===== config.mk =====
export PLATFORM = sky130hd
export DESIGN_NAME = msg_irq_unit
export DESIGN_NICKNAME = d
export VERILOG_FILES = /design/src/rtl/msg_irq_pkg.sv /design/src/rtl/msg_irq_decode.sv /design/src/rtl/msg_irq_store.sv /design/src/rtl/msg_irq_ctrl.sv /design/src/rtl/msg_irq_unit.sv
export SDC_FILE = /design/constraint.sdc
export NUM_CORES = 1
export LEC_CHECK = 0
export ABC_CLOCK_PERIOD_IN_PS = 4100
export BUFFER_PORTS_ARGS = -buffer_cell sky130_fd_sc_hd__clkbuf_2
export CAP_MARGIN = 20
export CORE_MARGIN = 8
export CORE_UTILIZATION = 53
export CTS_BUF_LIST = sky130_fd_sc_hd__clkbuf_16
export CTS_CLUSTER_SIZE = 16
export DETAILED_ROUTE_END_ITERATION = 12
export PLACE_DENSITY = 0.83
export RECOVER_POWER = 25
export SYNTH_ARGS = -nofsm -noshare
export SYNTH_HDL_FRONTEND = slang
export SYNTH_SLANG_ARGS = --single-unit

===== constraint.sdc =====
create_clock -name clk -period 4.1 [get_ports clk]
set_input_delay 0.205 -clock clk [delete_from_list [all_inputs] [get_ports clk]]
set_output_delay 0.205 -clock clk [all_outputs]
set_load 0.05 [all_outputs]

===== src/rtl/msg_irq_pkg.sv =====
package msg_irq_pkg;

  // Which register a bus address points at
  typedef enum logic [2:0] {
    SEL_NONE = 3'd0,
    SEL_MSG  = 3'd1,
    SEL_EN   = 3'd2,
    SEL_ST   = 3'd3,
    SEL_MK   = 3'd4
  } reg_sel_e;

endpackage


===== src/rtl/msg_irq_decode.sv =====
module msg_irq_decode
  import msg_irq_pkg::*;
#(
  parameter int NUM_MSG = 4,
  parameter int ADDR_W  = 6
) (
  input  logic [ADDR_W-1:0]          addr,
  input  logic                       wr,
  output reg_sel_e                   sel,
  output logic [$clog2(NUM_MSG)-1:0] msg_idx,
  output logic [NUM_MSG-1:0]         msg_we,
  output logic                       en_we,
  output logic                       st_we,
  output logic                       mk_we
);
  localparam int WORD_W = ADDR_W - 2;
  localparam int IDX_W  = $clog2(NUM_MSG);
  localparam int EN_WORD = NUM_MSG;
  localparam int ST_WORD = NUM_MSG + 1;
  localparam int MK_WORD = NUM_MSG + 2;

  logic [WORD_W-1:0] word;

  assign word    = addr[ADDR_W-1:2];
  assign msg_idx = word[IDX_W-1:0];

  always_comb begin
    if (32'(word) < NUM_MSG)        sel = SEL_MSG;
    else if (32'(word) == EN_WORD)  sel = SEL_EN;
    else if (32'(word) == ST_WORD)  sel = SEL_ST;
    else if (32'(word) == MK_WORD)  sel = SEL_MK;
    else                            sel = SEL_NONE;
  end

  assign en_we = wr && (sel == SEL_EN);
  assign st_we = wr && (sel == SEL_ST);
  assign mk_we = wr && (sel == SEL_MK);

  for (genvar i = 0; i < NUM_MSG; i++) begin : g_we
    assign msg_we[i] = wr && (sel == SEL_MSG) && (msg_idx == IDX_W'(i));
  end

endmodule


===== src/rtl/msg_irq_store.sv =====
module msg_irq_store #(
  parameter int NUM_MSG = 4,
  parameter int DATA_W  = 32
) (
  input  logic               clk,
  input  logic               rst_n,
  input  logic [NUM_MSG-1:0] msg_we,
  input  logic [DATA_W-1:0]  wdata,
  output logic [DATA_W-1:0]  msg_q [NUM_MSG]
);

  for (genvar i = 0; i < NUM_MSG; i++) begin : g_msg
    logic [DATA_W-1:0] msg_d;

    always_comb begin
      msg_d = msg_q[i];
      if (msg_we[i]) msg_d = wdata;
    end

    always_ff @(posedge clk or negedge rst_n) begin
      if (!rst_n)          msg_q[i] <= '0;
      else if (msg_we[i])  msg_q[i] <= msg_d;
    end

    // a message register only changes when it is written
    a_r2_msg_hold: assert property (@(posedge clk) disable iff (!rst_n)
      !msg_we[i] |=> $stable(msg_q[i]));
  end

endmodule


===== src/rtl/msg_irq_ctrl.sv =====
module msg_irq_ctrl #(
  parameter int NUM_MSG = 4
) (
  input  logic               clk,
  input  logic               rst_n,
  input  logic [NUM_MSG-1:0] msg_we,
  input  logic               en_we,
  input  logic               st_we,
  input  logic               mk_we,
  input  logic [NUM_MSG-1:0] wbits,
  output logic [NUM_MSG-1:0] en_q,
  output logic [NUM_MSG-1:0] pend_q,
  output logic [NUM_MSG-1:0] mask_q,
  output logic [NUM_MSG-1:0] irq
);
  logic [NUM_MSG-1:0] en_d, mask_d, pend_d, clr;
  logic [NUM_MSG-1:0] raise;

  assign clr   = st_we ? wbits : '0;
  assign raise = msg_we & en_q;   // enable sampled at write time

  always_comb begin
    en_d   = en_we ? wbits : en_q;
    mask_d = mk_we ? wbits : mask_q;
    // A new enabled write wins over a clear in the same cycle
    pend_d = raise | (pend_q & ~clr);
  end

  always_ff @(posedge clk or negedge rst_n) begin
    if (!rst_n) begin
      en_q   <= '0;
      mask_q <= '0;
      pend_q <= '0;
    end else begin
      if (en_we) en_q   <= en_d;
      if (mk_we) mask_q <= mask_d;
      pend_q <= pend_d;
    end
  end

  assign irq = pend_q & ~mask_q;

  for (genvar i = 0; i < NUM_MSG; i++) begin : g_chk

    a_r3_enabled_write_sets: assert property (@(posedge clk) disable iff (!rst_n)
      msg_we[i] && en_q[i] |=> pend_q[i]);

    a_r4_disabled_write_lost: assert property (@(posedge clk) disable iff (!rst_n)
      msg_we[i] && !en_q[i] && !pend_q[i] |=> !pend_q[i]);

    a_r6_w1c_clears: assert property (@(posedge clk) disable iff (!rst_n)
      st_we && wbits[i] && !msg_we[i] |=> !pend_q[i]);

    a_r8_pending_holds: assert property (@(posedge clk) disable iff (!rst_n)
      pend_q[i] && !(st_we && wbits[i]) |=> pend_q[i]);
  end

endmodule


===== src/rtl/msg_irq_unit.sv =====
module msg_irq_unit
  import msg_irq_pkg::*;
#(
  parameter int NUM_MSG = 4,
  parameter int DATA_W  = 32,
  parameter int ADDR_W  = 6
) (
  input  logic              clk,
  input  logic              rst_n,
  input  logic              bus_wr,
  input  logic [ADDR_W-1:0] bus_addr,
  input  logic [DATA_W-1:0] bus_wdata,
  output logic [DATA_W-1:0] bus_rdata,
  output logic [NUM_MSG-1:0] irq_o
);
  localparam int IDX_W = $clog2(NUM_MSG);

  logic [1:0]         rst_sync_q;
  logic               rst_n_int;
  reg_sel_e           sel;
  logic [IDX_W-1:0]   msg_idx;
  logic [NUM_MSG-1:0] msg_we;
  logic               en_we, st_we, mk_we;
  logic [DATA_W-1:0]  msg_q [NUM_MSG];
  logic [NUM_MSG-1:0] en_q, pend_q, mask_q;

  // Asynchronous assert, synchronous release
  always_ff @(posedge clk or negedge rst_n) begin
    if (!rst_n) rst_sync_q <= '0;
    else        rst_sync_q <= {rst_sync_q[0], 1'b1};
  end
  assign rst_n_int = rst_sync_q[1];

  msg_irq_decode #(.NUM_MSG(NUM_MSG), .ADDR_W(ADDR_W)) u_decode (
    .addr(bus_addr), .wr(bus_wr), .sel(sel), .msg_idx(msg_idx),
    .msg_we(msg_we), .en_we(en_we), .st_we(st_we), .mk_we(mk_we)
  );

  msg_irq_store #(.NUM_MSG(NUM_MSG), .DATA_W(DATA_W)) u_store (
    .clk(clk), .rst_n(rst_n_int), .msg_we(msg_we), .wdata(bus_wdata),
    .msg_q(msg_q)
  );

  msg_irq_ctrl #(.NUM_MSG(NUM_MSG)) u_ctrl (
    .clk(clk), .rst_n(rst_n_int), .msg_we(msg_we), .en_we(en_we),
    .st_we(st_we), .mk_we(mk_we), .wbits(bus_wdata[NUM_MSG-1:0]),
    .en_q(en_q), .pend_q(pend_q), .mask_q(mask_q), .irq(irq_o)
  );

  always_comb begin
    case (sel)
      SEL_MSG: bus_rdata = msg_q[msg_idx];
      SEL_EN:  bus_rdata = DATA_W'(en_q);
      SEL_ST:  bus_rdata = DATA_W'(pend_q);
      SEL_MK:  bus_rdata = DATA_W'(mask_q);
      default: bus_rdata = '0;
    endcase
  end

endmodule


# Yosys cells after proc, flatten, opt, wreduce, memory -nomap -nowiden
# Index checks and enable logic that the tools add are counted.
# totals
reg_bits	142
inputBits	41
# classes
mux	9
bitwise_logic	7
magnitude_cmp	2
n_reduce_logical	9
eq_ne	10
# ops
cell	n
32-bit one-hot mux with 4 select lines	1
32-bit binary-select mux with 2-bit select	1
32-bit two-way mux	2
4-bit bitwise AND	3
4-bit by 3-bit equality test with 1-bit output (second input constant)	3
3-bit two-way mux	4
1-bit logical AND	8
4-bit inverter	2
3-bit by 2-bit equality test with 1-bit output (second input constant)	2
2-bit equality test (second input constant)	2
4-bit by 3-bit < comparator with 1-bit output (second input constant)	1
4-bit two-way mux	1
4-bit OR	1
3-bit by 1-bit equality test with 1-bit output (second input constant)	1
3-bit equality test (second input constant)	1
3-bit >= comparator (second input constant)	1
2-bit inverter with 3-bit output	1
2-bit by 1-bit equality test with 1-bit output (second input constant)	1
2-bit zero test	1

# Depth between registers and ports, before layout
# logic_depth
depth_word	11
ltp_mapped	6

# Hierarchy
# Synthesis repeated with hierarchy kept, for this count alone.
# unflattened
cells_unflattened	414
area_unflattened_um2	7141.8
# by_module_without_submodules
module	instances	cells_each	seq_area_each_um2	area_each_um2
msg_irq_store	1	272	3203.1	5380.2
msg_irq_unit	1	92	50.0	1178.6
msg_irq_ctrl	1	32	300.3	465.4
msg_irq_decode	1	18	0.0	117.6

# Least setup slack after synthesis
# OpenSTA, ideal clock, no wires.
# synth_path
kind	input to output
startpoint	input bus_addr[2]
endpoint	output bus_rdata[1]
setup_slack_ns	2.433
path_buffers	2
stages	5
required_ns	3.895
t_arrival_ns	1.462
path_cell_list	buf_4 -> buf_6 -> or3b_1 -> o22ai_1 -> a221o_1
# synth_between
elab_chain_cells	7
# synth_lines
item	line	text
start, declared	msg_irq_unit.sv:11	input logic [ADDR_W-1:0] bus_addr,
4-bit by 3-bit equality test with 1-bit output	msg_irq_decode.sv:31	else if (32'(word) == MK_WORD) sel = SEL_MK;
3-bit two-way mux	msg_irq_decode.sv:31	
3-bit two-way mux	msg_irq_decode.sv:30	else if (32'(word) == ST_WORD) sel = SEL_ST;
3-bit two-way mux	msg_irq_decode.sv:29	else if (32'(word) == EN_WORD) sel = SEL_EN;
3-bit two-way mux	msg_irq_decode.sv:28	if (32'(word) < NUM_MSG) sel = SEL_MSG;
3-bit equality test (tied with other cells)	msg_irq_unit.sv:51	case (sel)
32-bit one-hot mux with 4 select lines *	msg_irq_unit.sv:51	
end, declared	msg_irq_unit.sv:13	output logic [DATA_W-1:0] bus_rdata,
# Every way passes the cells marked *; elsewhere a longest branch is shown, timed or not. The select of a mux whose other input is x is not followed.

==> out/results.tsv <==
metric	value	unit
minimum hold slack	0.0505	ns
type of origin of the critical path	flip-flop	
Setup WS post-layout	1.49	ns
I/O pin cnt	77	
CP max FO	46	
relative slew slack	-24.4	%
Post-DP HPWL	8650	um
DR iter-0 viols	281	
Slew Viols, Final	47	
Synth Instances	410	
failing checks	max-capacitance violations, max-slew violations	
H-tree Lvls	4	
Final Hold Vio Count	0	
cts repair resizes	0	
Synth Area per Inst	16.5	sq um
Layout Utilization	61.7	%
Yosys cell types	31	
async set or reset register ratio after synthesis	100	%
FF+latch area	3550	sq um
GRT Overall Usage	18.4	%
Crit Path Category	flip-flop to asynchronous set/reset pin	
core area	12600	sq um
pre-CTS WS	1.13	ns
P_leak	3.65	nW
area occupied by multi-input gates	2970	sq um
Tightest Hold Check Type	input pin to flip-flop	
cts hold-fix bufs	1	
ys flop type	dfrtp_1	
CP Capture Type	asynchronous set/reset pin	
die area	16700	sq um
Worst Skew	0.00598	ns
Num CTS Buffers	17	
Req. time, crit path	4.50	ns
DIE WIDTH	129	um
setup tns final	0	ns
via/cell ratio	5.59	
measured slew at the worst slew-check pin	1.87	ns
met3 WL	645	um
CTS tree	yes	
grt ovf	0	
FP Rows	41	
Post-Route WL	14100	um
GPL Wtd Cong	0.801	
syn_nets	451	
RSZ-0062 raised after global routing	no	
vias in the first global route	4301	
initial core utilization	53.9	%
Root Driver	clkbuf_16	
port bufs	74	
DR pass1 iterations	4	
number of synthesized flops with an enable pin	0	
Seq cells post-synth	142	
final setup vio count	0	
Synth Warn #	0	
Via Count	3740	
critical path's slowest cell	dfrtp_1	
ANT nets after route	0	
VDD IR-drop max	0.409	mV
DRC errors left	0	
Tmin final	2.61	ns
initial antenna violation count	1	
met2 routed WL	7050	um
maxcap violations	1	
Buf/Inv on CP	1	
sequential fraction of the synthesis area	52.4	%
Netlist Area Pre-Place	6780	sq um
Final nets	524	
# Post-CTS Setup Buffers	0	
CTS max path bufs	2	
biggest cell delay along the critical path	1.60	ns
uppermost layer routed	met4	
share of layout cells above drive strength 1	55.2	%
CP Cell Sequence	clkbuf_2	
final critical-path share of the clock period	63.8	%
Area Growth Syn to Fin	14.4	%
fmax	383	MHz
clk sinks	142	
first-pass GRT wire length	23200	um
largest net degree at the start of global routing	57	
clk slew on worst S/H paths	0.06	ns
Fillers	959	
status	finished, violations left	
worst skew pair latency	0.42	ns
M1 wire length	6290	um
Critical Path AT	3.01	ns
Crit path max-delay family	flip-flops	
Final Total Pwr	0.00431	W
routed len/inst	21.1	um
DIE HEIGHT	129	um
Pwr per Cell Area	555	nW/um^2
report_power, final:
group / total, W / switching [W] / internal (W)
logic: 0.000878 / 0.000374 / 0.000504
clock network: 0.00151 / 0.000574 / 0.000941
registers: 0.00191 / 0.000187 / 0.00173
cell usage in the layout, fill, tap and decap left out, drive strengths merged:
cell type	instances
a221o	4
a22o	1
and2	28
and2b	1
and3b	3
and4	1
buf	5
bufinv	3
clkbuf	91
clkinv	8
clkinvlp	3
conb	1
dfrtp	142
diode	1
dlygate4sd3	1
inv	4
mux2	140
mux2i	8
mux4	28
nand2	1
nand3	6
nand4b	1
nor2	2
nor2b	4
nor3	1
o22ai	4
o2bb2ai	3
or3b	2
final timing paths:
kind                                    start                end  slack (ns)  cells after the start
worst max-delay path            rst_sync_q[1]  u_store.msg_q[94]        1.49                      1
worst min-delay path            bus_wdata[15]  u_store.msg_q[79]        0.05                      2
worst max register to register  rst_sync_q[1]  u_store.msg_q[94]        1.49                      1
worst min register to register  rst_sync_q[0]      rst_sync_q[1]        0.35                      0
max in group clk                  bus_addr[2]      bus_rdata[13]        1.64                      5
min in group asynchronous               rst_n      rst_sync_q[0]        0.10                      2
final cells by class:
type                       instances  share of cell area, %
sequential                       142                   45.8
multi-input combinational        239                   38.3
clock buffer                      17                   5.49
timing repair buffer              80                   5.47
tap                              172                   2.78
clock inverter                    15                   1.98
inverter                           3                  0.145
antenna                            1                 0.0323
layer usage:
layer	vias to the layer above	GRT usage (%)
li1	1658	-
met1	1979	22.7
met2	89	30.1
met3	14	5.38
met4	0	6.57
met5	-	0
kinds of logic after synthesis:
logic type / synth area share [%]
AOI/OAI and AO/OA: 1.48
buffers and inverters: 3.65
DFF: 52.4
muxes: 36.9
other: 0.0553
and+or+nand+nor: 5.46
state kept, by name (all words and copies together), names as in the netlist:
register / cells
rst_sync_q: 2
u_ctrl.mask_q: 4
u_store.msg_q: 128
u_ctrl.en_q: 4
u_ctrl.pend_q: 4
metrics by stage:
stage | instance area [sq um] | instances
floorplan | 6780 | 410
global placement | 7160 | 634
detailed placement | 7160 | 634
CTS | 7750 | 667
global route | 7750 | 669
finish | 7750 | 669
cells in the mapped netlist (2+ instances only):
library cell,count,area share (%)
mux2_4,58,13
buf_4,6,0.66
a221o_1,4,0.59
clkbuf_1,3,0.17
inv_1,3,0.17
or3b_1,2,0.26
nor2_4,2,0.33
o2bb2ai_1,3,0.39
nand3_1,4,0.30
buf_2,6,0.44
mux2i_1,8,1.2
mux4_2,28,9.3
dfrtp_1,142,52
buf_12,3,0.89
and3b_1,2,0.26
nor2b_1,4,0.37
mux2_2,77,13
buf_6,8,1.3
mux2_1,5,0.83
o22ai_1,4,0.37
and2_1,28,2.6
No activity file was read; power rests on OpenSTA's default activity.
